--- config.mk ---
export PLATFORM = sky130hd
export DESIGN_NAME = i2c_bit_master
export DESIGN_NICKNAME = d
export VERILOG_FILES = /design/src/rtl/i2c_bit_pkg.sv /design/src/rtl/i2c_line_sync.sv /design/src/rtl/i2c_qtimer.sv /design/src/rtl/i2c_bit_fsm.sv /design/src/rtl/i2c_bit_master.sv
export SDC_FILE = /design/constraint.sdc
export NUM_CORES = 1
export LEC_CHECK = 0
export CAP_MARGIN = 20
export CORE_MARGIN = 5
export CORE_UTILIZATION = 60
export DETAILED_ROUTE_END_ITERATION = 8
export HOLD_SLACK_MARGIN = 0.05
export PLACE_DENSITY = 0.95
export SLEW_MARGIN = 20
export SYNTH_ARGS = -nofsm -noshare
export SYNTH_HDL_FRONTEND = slang
export SYNTH_SLANG_ARGS = --single-unit
--- constraint.sdc ---
create_clock -name clk -period 7.8 [get_ports clk]
set_input_delay 2.34 -clock clk [delete_from_list [all_inputs] [get_ports clk]]
set_output_delay 2.34 -clock clk [all_outputs]
set_load 0.01 [all_outputs]
--- src/rtl/i2c_bit_pkg.sv ---
package i2c_bit_pkg;
  typedef enum logic [1:0] {
    OP_START = 2'd0,
    OP_WRITE = 2'd1,
    OP_READ  = 2'd2,
    OP_STOP  = 2'd3
  } op_e;

  typedef enum logic [4:0] {
    S_IDLE,
    S_ST_REL, S_ST_CHK, S_ST_WAIT, S_ST_HOLD, S_ST_LOW,
    S_WR_SETUP, S_WR_RISE, S_WR_WAIT,
    S_AK_REL, S_AK_RISE, S_AK_WAIT, S_AK_HIGH, S_AK_LOW,
    S_RD_WAIT, S_RD_LOW,
    S_MA_SET, S_MA_RISE, S_MA_WAIT, S_MA_REL, S_MA_END,
    S_SP_SCL, S_SP_SDA, S_SP_WAIT, S_SP_CHK
  } st_e;
endpackage

--- src/rtl/i2c_line_sync.sv ---
module i2c_line_sync #(
  parameter int W      = 2,
  parameter int STAGES = 2
) (
  input  logic         clk,
  input  logic         rst,
  input  logic [W-1:0] d,
  output logic [W-1:0] q
);
  logic [W-1:0] stg [STAGES];

  always_ff @(posedge clk) begin
    if (rst) begin
      for (int i = 0; i < STAGES; i++) stg[i] <= '1;
    end else begin
      stg[0] <= d;
      for (int i = 1; i < STAGES; i++) stg[i] <= stg[i-1];
    end
  end

  assign q = stg[STAGES-1];
endmodule

--- src/rtl/i2c_qtimer.sv ---
module i2c_qtimer #(
  parameter int QW = 16
) (
  input  logic          clk,
  input  logic          rst,
  input  logic          load,
  input  logic [QW-1:0] quarter,
  output logic          expired
);
  localparam logic [QW-1:0] ONE = {{(QW-1){1'b0}}, 1'b1};
  logic [QW-1:0] cnt;
  logic          run;

  always_ff @(posedge clk) begin
    if (rst) begin
      cnt <= '0;
      run <= 1'b0;
    end else if (load) begin
      cnt <= quarter - ONE;
      run <= 1'b1;
    end else if (run) begin
      if (cnt == '0) run <= 1'b0;
      else           cnt <= cnt - ONE;
    end
  end

  assign expired = run && (cnt == '0);
endmodule

--- src/rtl/i2c_bit_fsm.sv ---
module i2c_bit_fsm
  import i2c_bit_pkg::*;
#(
  parameter int PW          = 16,
  parameter int START_TRIES = 3,
  parameter int STOP_TRIES  = 3
) (
  input  logic          clk,
  input  logic          rst,
  input  logic          cmd_valid,
  input  logic [1:0]    cmd_op,
  input  logic [7:0]    cmd_data,
  input  logic          cmd_nack,
  input  logic [PW-1:0] stretch_polls,
  input  logic          scl_s,
  input  logic          sda_s,
  input  logic          tick,
  output logic          busy,
  output logic          done,
  output logic          fail,
  output logic [7:0]    rdata,
  output logic          ack_rcvd,
  output logic          scl_oe,
  output logic          sda_oe
);
  localparam int MAXT = (START_TRIES > STOP_TRIES) ? START_TRIES : STOP_TRIES;
  localparam int TW   = $clog2(MAXT) + 1;
  localparam logic [TW-1:0] ST_LAST = TW'(START_TRIES - 1);
  localparam logic [TW-1:0] SP_LAST = TW'(STOP_TRIES - 1);

  st_e           st;
  logic [2:0]    bitn;
  logic [7:0]    sh;
  logic [PW-1:0] polls;
  logic [TW-1:0] tries;
  logic          half;
  logic          nack_q;
  logic          in_wait;
  logic          abort_c;

  always_comb begin
    in_wait = st inside {S_ST_WAIT, S_WR_WAIT, S_AK_WAIT, S_RD_WAIT, S_MA_WAIT, S_SP_WAIT};
    abort_c = tick && ((in_wait && !scl_s && polls == stretch_polls) ||
                       (st == S_ST_CHK && !sda_s && tries == ST_LAST) ||
                       (st == S_SP_CHK && !sda_s && tries == SP_LAST));
  end

  assign busy = (st != S_IDLE);

  always_ff @(posedge clk) begin
    done <= 1'b0;
    fail <= 1'b0;
    if (rst) begin
      st <= S_IDLE;   scl_oe <= 1'b0; sda_oe <= 1'b0;
      rdata <= '0;    ack_rcvd <= 1'b0;
      bitn <= '0;     sh <= '0;       polls <= '0;
      tries <= '0;    half <= 1'b0;   nack_q <= 1'b0;
    end else if (st == S_IDLE) begin
      if (cmd_valid) begin
        bitn <= 3'd7; polls <= '0; tries <= '0; half <= 1'b0;
        sh <= cmd_data; nack_q <= cmd_nack;
        case (op_e'(cmd_op))
          OP_START: begin scl_oe <= 1'b0; st <= S_ST_REL; end
          OP_WRITE: st <= S_WR_SETUP;
          OP_READ:  begin scl_oe <= 1'b0; sda_oe <= 1'b0; st <= S_RD_WAIT; end
          default:  begin scl_oe <= 1'b1; st <= S_SP_SCL; end
        endcase
      end
    end else if (abort_c) begin
      fail <= 1'b1; scl_oe <= 1'b0; sda_oe <= 1'b0; st <= S_IDLE;
    end else if (tick) begin
      if (in_wait && !scl_s) begin
        polls <= polls + 1'b1;            // slave still stretching
      end else begin
        polls <= '0;
        case (st)
          S_ST_REL:   begin sda_oe <= 1'b0; st <= S_ST_CHK; end
          S_ST_CHK:   if (!sda_s) begin tries <= tries + 1'b1; st <= S_ST_REL; end
                      else st <= S_ST_WAIT;
          S_ST_WAIT:  begin sda_oe <= 1'b1; st <= S_ST_HOLD; end
          S_ST_HOLD:  begin scl_oe <= 1'b1; st <= S_ST_LOW; end
          S_WR_SETUP: begin sda_oe <= ~sh[7]; st <= S_WR_RISE; end
          S_WR_RISE:  begin scl_oe <= 1'b0; st <= S_WR_WAIT; end
          S_WR_WAIT: begin
            scl_oe <= 1'b1;
            sh     <= {sh[6:0], 1'b0};
            if (bitn == 3'd0) st <= S_AK_REL;
            else begin bitn <= bitn - 3'd1; st <= S_WR_SETUP; end
          end
          S_AK_REL:   begin sda_oe <= 1'b0; st <= S_AK_RISE; end
          S_AK_RISE:  begin scl_oe <= 1'b0; st <= S_AK_WAIT; end
          S_AK_WAIT:  begin ack_rcvd <= ~sda_s; st <= S_AK_HIGH; end
          S_AK_HIGH:  if (!half) half <= 1'b1;
                      else begin half <= 1'b0; scl_oe <= 1'b1; st <= S_AK_LOW; end
          S_RD_WAIT:  begin sh <= {sh[6:0], sda_s}; scl_oe <= 1'b1; st <= S_RD_LOW; end
          S_RD_LOW: begin
            if (!half) half <= 1'b1;
            else begin
              half <= 1'b0;
              if (bitn == 3'd0) begin rdata <= sh; st <= S_MA_SET; end
              else begin bitn <= bitn - 3'd1; scl_oe <= 1'b0; st <= S_RD_WAIT; end
            end
          end
          S_MA_SET:   begin sda_oe <= ~nack_q; st <= S_MA_RISE; end
          S_MA_RISE:  begin scl_oe <= 1'b0; st <= S_MA_WAIT; end
          S_MA_WAIT:  begin scl_oe <= 1'b1; st <= S_MA_REL; end
          S_MA_REL:   begin sda_oe <= 1'b0; st <= S_MA_END; end
          S_SP_SCL:   begin sda_oe <= 1'b1; st <= S_SP_SDA; end
          S_SP_SDA:   begin scl_oe <= 1'b0; st <= S_SP_WAIT; end
          S_SP_WAIT:  begin sda_oe <= 1'b0; st <= S_SP_CHK; end
          S_SP_CHK:   if (sda_s) begin done <= 1'b1; st <= S_IDLE; end
                      else begin tries <= tries + 1'b1; scl_oe <= 1'b1; st <= S_SP_SCL; end
          S_AK_LOW:   if (!half) half <= 1'b1;
                      else begin half <= 1'b0; done <= 1'b1; st <= S_IDLE; end
          S_ST_LOW, S_MA_END: begin done <= 1'b1; st <= S_IDLE; end
          default:    st <= S_IDLE;
        endcase
      end
    end
  end
endmodule

--- src/rtl/i2c_bit_master.sv ---
module i2c_bit_master #(
  parameter int QW          = 16,
  parameter int PW          = 16,
  parameter int START_TRIES = 3,
  parameter int STOP_TRIES  = 3,
  parameter int SYNC_STAGES = 2
) (
  input  logic          clk,
  input  logic          rst,
  input  logic          cmd_valid,
  input  logic [1:0]    cmd_op,
  input  logic [7:0]    cmd_data,
  input  logic          cmd_nack,
  input  logic [QW-1:0] quarter_cycles,
  input  logic [PW-1:0] stretch_polls,
  input  logic          scl_in,
  input  logic          sda_in,
  output logic          scl_oe,
  output logic          sda_oe,
  output logic          busy,
  output logic          done,
  output logic          fail,
  output logic [7:0]    rdata,
  output logic          ack_rcvd
);
  logic scl_s, sda_s, tick, tmr_load;

  i2c_line_sync #(.W(2), .STAGES(SYNC_STAGES)) u_sync (
    .clk(clk), .rst(rst), .d({scl_in, sda_in}), .q({scl_s, sda_s})
  );

  assign tmr_load = busy ? tick : cmd_valid;

  i2c_qtimer #(.QW(QW)) u_tmr (
    .clk(clk), .rst(rst), .load(tmr_load), .quarter(quarter_cycles), .expired(tick)
  );

  i2c_bit_fsm #(.PW(PW), .START_TRIES(START_TRIES), .STOP_TRIES(STOP_TRIES)) u_fsm (
    .clk(clk), .rst(rst), .cmd_valid(cmd_valid), .cmd_op(cmd_op), .cmd_data(cmd_data),
    .cmd_nack(cmd_nack), .stretch_polls(stretch_polls), .scl_s(scl_s), .sda_s(sda_s),
    .tick(tick), .busy(busy), .done(done), .fail(fail), .rdata(rdata),
    .ack_rcvd(ack_rcvd), .scl_oe(scl_oe), .sda_oe(sda_oe)
  );
endmodule

=== Word-level counts from Yosys, hierarchy flattened ===
Memories as Yosys holds them, arrays and structs flattened.
Cells that the tools add are included.
W data, S select, Z words.

* Register bits after elaboration: 67
* Bits in writable memories: 4
* Bits of input ports: 48
* Output and inout port bits: 14
* Word-level logic and storage cells: 202
* Memories kept: 1

* $add $sub $neg: 5
* Equality and inequality tests: 42
* Mux-type cells: 81
* Bitwise gates (word level): 9
* Reductions and logical operators: 49

{| class="wikitable"
|+ Memories
! memory !! depth !! bits a word !! read ports !! clocked after Yosys merged registers in !! write ports !! RTL line !! RTL
|-
| u_sync.stg || 2 || 2 || 2 || 0 || 2 || i2c_line_sync.sv:10 || <nowiki>logic [W-1:0] stg [STAGES];</nowiki>
|}

{| class="wikitable"
|+ Operator list
! cell !! count
|-
| $mux W16 || 8
|-
| $pmux W5 S22 || 1
|-
| $mux W5 || 10
|-
| $eq A5 B5 Y1 const B || 9
|-
| $mux W3 || 14
|-
| $eq A5 B4 Y1 const B || 8
|-
| $mux W8 || 5
|-
| $mux W1 || 32
|-
| $sub A16 B1 Y16 const B || 2
|-
| $eq A5 B3 Y1 const B || 4
|-
| $reduce_and A5 Y1 || 4
|-
| $reduce_and A6 Y1 || 3
|-
| $add A16 B1 Y16 const B || 1
|-
| $eq A16 B16 Y1 || 1
|-
| $logic_not A16 Y1 || 1
|-
| $pmux W8 S2 || 1
|-
| $pmux W5 S3 || 1
|-
| $ne A4 B1 Y1 const B || 3
|-
| $reduce_bool A6 Y1 || 2
|-
| $reduce_or A4 Y1 || 3
|-
| $eq A5 B2 Y1 const B || 2
|-
| $ne A2 B2 Y1 const B || 5
|-
| $reduce_or A2 Y1 || 5
|-
| $reduce_and A9 Y1 || 1
|-
| other kinds (34) || 60
|}

=== Logic depth before layout (Yosys ltp) ===
Gate-level depths: netlist (run 1).

* Depth in word-level cells: 9
* Mapped depth: 12
* Mapped depth without buffers: 11

=== By module ===
From an unflattened synthesis (run 1), not the netlist that was laid out.

* Cell total of the unflattened synthesis: 616
* Area total of the unflattened synthesis: 5084.9 um^2

{| class="wikitable"
|+ Modules (own cells, without submodules)
! module !! instances !! cells an instance !! area an instance (um^2)
|-
| i2c_bit_fsm || 1 || 436 || 3538.4
|-
| i2c_qtimer || 1 || 169 || 1411.4
|-
| i2c_line_sync || 1 || 10 || 120.1
|-
| i2c_bit_master || 1 || 1 || 15.0
|}

=== Least setup slack after synthesis (run 1) ===
Ideal clock, no wire load.

* Kind: input to register
* From: input cmd_valid
* To: register u_tmr.cnt[12]
* Setup time: 0.086 ns
* Arrival time: 4.890 ns
* Data required time: 7.714 ns
* Slack: 2.824 ns
* Stages on the path: 11
* Path buffers: 1
* Path through: nand3_1 > o21ai_1 > clkbuf_1 > mux2i_1 > ha_1 > nor3b_1 > nor4b_1 > nand2_1 > xnor2_1 > nor2_1 > a211oi_1

* Longest elaborated chain between the ends: 3

{| class="wikitable"
|+ Ends and longest elaborated chain
! element !! RTL line !! RTL
|-
| start: declaration || i2c_bit_master.sv:10 || <nowiki>input logic cmd_valid,</nowiki>
|-
| $mux W1 (*) || i2c_bit_master.sv:32 || <nowiki>assign tmr_load = busy ? tick : cmd_valid;</nowiki>
|-
| $ne A2 B2 Y1 (no source line) / $reduce_bool A2 Y1 (equally long branches) || n/a ||
|-
| $reduce_and A2 Y1 (no source line) || n/a ||
|-
| end signal: assignment || i2c_qtimer.sv:19 || <nowiki>cnt <= quarter - ONE;</nowiki>
|-
| end signal: assignment || i2c_qtimer.sv:23 || <nowiki>else cnt <= cnt - ONE;</nowiki>
|-
| end: declaration || i2c_qtimer.sv:11 || <nowiki>logic [QW-1:0] cnt;</nowiki>
|}

Mark *: on every way between the ends. The rest lies on a longest branch, timed or not.
A chain may end at the register's enable or synchronous reset.

=== Worst setup path after layout (run 1) ===
* From: input cmd_valid
* To: register u_tmr.cnt[14]

Same word-level chain as after synthesis.

==> reports/metrics.csv, run 1 <==
stage;metric;value;unit
timing;worst_slew_pin_slew;1020;ps
place;gp_congestion;0.935;
die;boundaryPins;62;
timing;period_share;0.713;
critical_path;critical_path.max_fanout;18;
clock_network;cts_root_buf;clkbuf_8;
die;die-area;10000;µm²
power;p_total;1.98;mW
place;place_inst;749;
synth;ys_ff_latch;71;
synth;syn_avg_cell_area;7.87;µm²
critical_path;critPathBufInv;2;
place;port_buffers;61;
route;ant_nets;0;
route;finalWirelength;14500;µm
clock_network;clk_latency;360;ps
synth;synth_top_cell_by_area;dfxtp_1;
die;die_x;100;µm
finish;num-fill-cells;593;
route;via_count;5282;
timing;fin_tns_setup;0;ps
synth;syn_inst;618;
die;die_h;100;µm
finish;final_layout_size_suffix_gt1_frac;0.0739;
power;ir_worst_vdd;0.222;mV
route;avgViaCountPerCell;6.90;
critical_path;crit_path_end_kind;flip-flop;
route;drt-initial-drc-count;535;
synth;yosysTopAreaCellShare;0.292;
synth;synth_fp_nets;677;
critical_path;worstPathArrival;5840;ps
critical_path;crit_chain;clkdlybuf4s50_1, nand3_1, o21ai_1, buf_4, mux2i_1, ha_1, nor3b_1, nor4b_1, nand2_1, xnor2_1, o21ai_0, nor3_1;
synth;synth_cell_types;70;
die;core;7810;µm²
worst_hold_path;min_path_type;reg2reg;
finish;fin_nets;717;
global_routing;grt_overflow;0;
clock_network;numCtsBuffers;9;
place;dp.final_hpwl;9950;µm
die;rows;32;
clock_network;clk_pin_slew;90;ps
power;power_density;349;nW/µm²
clock_network;cts.sinks;71;
critical_path;cp_slowest_cell;nor4b_1;
timing;timing.final.max_slew_violations;0;
clock_network;cts.path.max_buffers;2;
die;initial_core_util;0.623;
critical_path;cpPeakStageDelay;520;ps
finish;antennaDiodeCount;0;
synth;synth_ff_type;dfxtp_1;
run_status;status;finished clean;
clock_network;holdBufCountCts;0;
synth;ys_seq_area_frac;0.292;
timing;fmax;0.180;GHz
timing;rsz0062_at_grt;false;
power;leakagePower;2.03;nW
route;drt_pass1_iterations;6;
synth;yosys-top-cells-area;dfxtp_1, xor2_1, nor2_1;
critical_path;critPathLaunchType;input pin;
global_routing;groute.usage.overall;0.282;
global_routing;grt_pass1_vias;4915;
synth;async_reset_ff_frac;0;
critical_path;critical-path-top-delay-family;simple AND/OR/NAND/NOR gates;
critical_path;crit_type;in2reg;
global_routing;grt_max_degree;58;
clock_network;htreeDepth;3;
timing;relSlewSlack;0.319;
synth;synth_warnings;0;
synth;synthesis.area;4860;µm²
finish;stdcell_count;765;
finish;area_growth;16.8;%
timing;setup_viol_count_final;0;
timing;period_needed;5560;ps
route;wl_per_cell;19.0;µm
clock_network;cts_resized;0;
run;maxCapViolCount;0;
global_routing;grt_pass1_wl;23400;µm
timing;finClkSkew;12.6;ps
timing;hold_viol;0;
synth;synth_edf_count;0;
clock_network;post_cts_buffers;0;
global_routing;antenna_found_initial;0;
clock_network;cts_tree;yes;
critical_path;crit_required;8080;ps
route;drc;0;
worst register-to-register path, cell delays in order (launching register included):
cell and delay, ps:
dfxtp_1 590, nor4_1 720, nand3_1 630, o21ai_1 240, buf_4 270, mux2i_1 230
ha_1 250, nor3b_1 380, nor4b_1 520, nand2_1 140, xnor2_1 180, o21ai_0 90
nor3_1 200
Yosys cell counts (all sizes together) (4+ instances only):
master and n:
o2111ai 6, nor3 23, a21oi 34, or3 13, or2 8, nand2b 7
a211oi 19, nand2 44, o21ai 28, nand3 28, o211ai 12, nand3b 6
inv 18, a311oi 15, a31oi 5, o31ai 4, ha 11, nor2 48
nor2b 6, o22ai 5, clkbuf 33, buf 8, and3 14, xor2 26
a21o 12, nand4 10, xnor2 11, dfxtp 71, or4 8, mux2i 14
nor3b 5, nor4 17
cell type report:
| type | instances | area [µm²] | area share |
|---|---|---|---|
| timing repair buffer | 70 | 673 | 0.118 |
| multi-input combinational | 488 | 3210 | 0.565 |
| inverter | 18 | 67.6 | 0.0119 |
| clock buffer | 9 | 124 | 0.0218 |
| sequential | 71 | 1420 | 0.250 |
| clock inverter | 7 | 61.3 | 0.0108 |
| tap | 102 | 128 | 0.0225 |
flip-flops by register name, summed over array words and instances, names as in the netlist:
register,flops
u_fsm.nack_q,1
u_fsm.st,5
u_fsm.rdata,8
u_fsm.half,1
u_fsm.polls,16
u_fsm.sda_oe,1
u_fsm.bitn,3
u_fsm.done,1
u_fsm.sh,8
u_fsm.fail,1
u_fsm.ack_rcvd,1
u_fsm.tries,3
u_fsm.scl_oe,1
u_sync.stg,4
u_tmr.run,1
u_tmr.cnt,16
path summary, 6_finish.rpt:
path / startpoint / to / slack, ps / depth (start not counted)
max: cmd_valid / u_tmr.cnt[14] / 2240 / 12
min: u_sync.stg[0][0] / u_sync.stg[0][2] / 430 / 1
max reg2reg: u_fsm.st[4] / u_tmr.cnt[14] / 3280 / 12
min reg2reg: u_sync.stg[0][0] / u_sync.stg[0][2] / 430 / 1
layout by cell type (no fill, tap or decap), types with 14 or more instances in the layout:
master / count
a21oi_1: 34
dfxtp_1: 71
nor4_1: 16
nor2_1: 47
mux2i_1: 14
and3_1: 14
nand2_1: 44
a211oi_1: 17
xor2_1: 26
o21ai_0: 25
a311oi_1: 14
nor3_1: 23
clkdlybuf4s50_1: 60
nand3_1: 28
inv_1: 18
per-layer routing:
metal	track usage	routed length, µm
met5	0	0
met2	0.469	6950
met1	0.357	5730
met3	0.0549	1430
met4	0.120	403
report_power, final:
part	leakage, nW	internal [mW]	switching (mW)
logic	1.36	0.422	0.739
clock network	0.0888	0.122	0.168
registers	0.579	0.446	0.0860
cell families (layout without fill, tap and decap cells):
logic type	Yosys count	count (layout)	synth area share
simple gates	252	252	0.281
compound gates	174	174	0.255
flops	71	71	0.292
buf+inv	59	104	0.0481
xor+xnor	37	37	0.0666
mux	14	14	0.0288
fa+ha+maj	11	11	0.0283
per-stage QoR:
stage / instance area, µm² / util / setup WS [ps] / hold WS (ps)
floorplan: 4860 / - / 2820 / 389
CTS: 5680 / 0.728 / 2340 / 432
global placement: 5500 / 0.704 / 2060 / 396
detailed placement: 5500 / 0.704 / 2000 / 404
global route: 5680 / 0.728 / 1890 / 446
finish: 5680 / 0.728 / 2240 / 430
(Power assumes the default switching activity.)
==> inputs of run 2 (changes only) <==
Settings changed: CORE_UTILIZATION 60 to 51, PLACE_DENSITY 0.95 to 0.86.
Clock period 7.8 ns to 4.5 ns, I/O delays scaled along.
==> run 2 against run 1 <==
Clock skew up 3.2 ps. Worst hold slack worse by 3.7 ps. Setup slack worse by 1700 ps. Total power up 84%. First-iteration DRC count down 7.5%. Wire length down 4.8%. Die area up 16%. Cell area up 3.2%. Critical endpoint is now busy. Largest cell class unchanged.
==> reports/metrics.csv, run 2 (same netlist as run 1, synthesis figures left out) <==
stage;metric;value;unit;change
clock_network;cts_tree;yes;;unchanged
critical_path;r2r_start;u_fsm.st[1];;was u_fsm.st[4]
place;dp.final_hpwl;9900;µm;was 9950 µm
finish;num-fill-cells;806;;was 593
timing;relSlewSlack;0.475;;was 0.319
finish;stdcell_count;803;;was 765
critical_path;crit_required;3150;ps;was 8080 ps
place;gp_congestion;1.00;;was 0.935
die;boundaryPins;62;;unchanged
timing;period_needed;3910;ps;
global_routing;groute.usage.overall;0.241;;was 0.282
timing;period_share;0.869;;
finish;mostFrequentLayoutCells;dfxtp_1, clkdlybuf4s50_1, nor2_1, nand2_1, a21oi_1;;unchanged
finish;final_common_cell;dfxtp_1;;unchanged
place;placed_area;5620;µm²;was 5500 µm²
critical_path;worstPathArrival;2560;ps;was 5840 ps
timing;layout_setup_ws;591;ps;was 2240 ps
route;drt_pass1_iterations;6;;unchanged
critical_path;crit_end;busy;;was u_tmr.cnt[14]
critical_path;critical_path.max_fanout;23;;was 18
critical_path;critPathLaunchType;flip-flop;;was input pin
critical_path;rrSetupSlack;790;ps;was 3280 ps
route;via_count;5105;;was 5,282
timing;fmax;0.256;GHz;
timing;finClkSkew;15.7;ps;was 12.6 ps
die;rows;35;;was 32
route;drt-initial-drc-count;495;;was 535
power;power_density;622;nW/µm²;was 349 nW/µm²
global_routing;grt_pass1_vias;4875;;was 4,915
power;p_total;3.65;mW;was 1.98 mW
run_status;status;finished clean;;unchanged
critical_path;critPathBufInv;3;;was 2
finish;antennaDiodeCount;0;;unchanged
finish;design_area;5870;µm²;was 5680 µm²
timing;worst_slew_pin_slew;787;ps;was 1020 ps
global_routing;grt_pass1_wl;23000;µm;was 23,400 µm
finish;final_layout_size_suffix_gt1_frac;0.0890;;was 0.0739
global_routing;grt_overflow;0;;unchanged
global_routing;antenna_found_initial;0;;unchanged
route;ant_nets;0;;unchanged
clock_network;cts_resized;0;;unchanged
route;avgViaCountPerCell;6.36;;was 6.90
clock_network;clk_pin_slew;90;ps;about the same
critical_path;cpPeakStageDelay;710;ps;was 520 ps
worst_hold_path;min_path_type;reg2reg;;unchanged
place;pre_cts_ws;356;ps;was 2000 ps
clock_network;holdBufCountCts;0;;unchanged
finish;fin_util;0.632;;was 0.728
clock_network;cts_root_buf;clkbuf_8;;unchanged
critical_path;crit_path_end_kind;output port;;was flip-flop
finish;fin_nets;728;;was 717
power;ir_worst_vdd;0.311;mV;was 0.222 mV
route;finalWirelength;13800;µm;was 14,500 µm
clock_network;htreeDepth;3;;unchanged
die;die_h;108;µm;was 100 µm
finish;reg_top3;u_fsm.polls (16), u_tmr.cnt (16);;unchanged
clock_network;post_cts_buffers;0;;unchanged
critical_path;reg2reg_depth;11;;was 12
die;initial_core_util;0.524;;was 0.623
die;die_x;108;µm;was 100 µm
place;place_inst;787;;was 749
run;maxCapViolCount;0;;unchanged
critical_path;startpoint;u_fsm.st[1];;was cmd_valid
timing;timing.final.max_slew_violations;0;;unchanged
clock_network;cts.path.max_buffers;2;;unchanged
route;drc;0;;unchanged
critical_path;r2r-end;u_tmr.cnt[14];;unchanged
critical_path;crit_chain;or4_1, nor2_1, buf_4, inv_1, clkdlybuf4s50_1;;was clkdlybuf4s50_1, nand3_1, o21ai_1, buf_4, mux2i_1, ha_1, nor3b_1, nor4b_1, nand2_1, xnor2_1, o21ai_0, nor3_1
clock_network;numCtsBuffers;9;;unchanged
global_routing;grt_max_degree;57;;was 58
die;core;9280;µm²;was 7810 µm²
route;wl_per_cell;17.2;µm;was 19.0 µm
worst_hold_path;hold_start;u_sync.stg[0][0];;unchanged
critical_path;cp_slowest_cell;or4_1;;was nor4b_1
timing;finalHoldWorstSlack;426;ps;was 430 ps
critical_path;crit_type;reg2out;;was in2reg
timing;hold_viol;0;;unchanged
critical_path;path_depth;5;;was 12
clock_network;clk_latency;360;ps;about the same
finish;area_growth;20.6;%;was 16.8%
critical_path;critical-path-top-delay-family;simple AND/OR/NAND/NOR gates;;unchanged
place;port_buffers;61;;unchanged
clock_network;cts.sinks;71;;unchanged
timing;setup_viol_count_final;0;;unchanged
die;die-area;11600;µm²;was 10,000 µm²
timing;rsz0062_at_grt;false;;unchanged
power;leakagePower;2.12;nW;was 2.03 nW
timing;fin_tns_setup;0;ps;unchanged
run 2: how the worst min path moves through the flow:
stage	slack, ps	to	cells past startpoint
6_report	430	u_sync.stg[0][2]	1
5_1_grt	430	u_sync.stg[0][2]	1
4_1_cts	420	u_sync.stg[0][2]	1
3_5_place_dp	390	u_sync.stg[0][2]	1
3_3_place_gp	400	u_sync.stg[0][2]	1
2_1_floorplan	390	u_sync.stg[0][2]	1
run 2: area by class of cell:
cell class,count,area [µm²],share of cell area
Clock inverter,7,128,0.0218
Tap cell,129,161,0.0275
Clock buffer,9,124,0.0211
Multi-Input combinational cell,488,3210,0.547
Inverter,18,67.6,0.0115
Sequential cell,71,1420,0.242
Timing Repair Buffer,81,756,0.129
run 2: power breakdown:
part	leakage (nW)	internal (mW)	total, mW	switching, mW
registers	0.579	0.772	0.973	0.200
logic	1.41	0.794	2.01	1.22
clock network	0.126	0.377	0.659	0.282
run 2: worst register-to-register path, cell delays in order, from the launching register on:
cell and delay [ps]:
dfxtp_1 840, nor4_1 200, a211o_1 400, o21ai_1 350
mux2i_1 250, ha_1 250, nor3b_1 250, nor4b_1 510
nand2_1 140, xnor2_1 140, o21ai_0 90, nor3_1 210
run 2: metal layers:
| layer | vias up | GRT usage | wire length, µm |
|---|---|---|---|
| met5 | - | 0 | 0 |
| met4 | 0 | 0.0929 | 349 |
| met3 | 41 | 0.0342 | 966 |
| met2 | 225 | 0.403 | 6840 |
| met1 | 2405 | 0.312 | 5660 |
| li1 | 2434 | - | - |
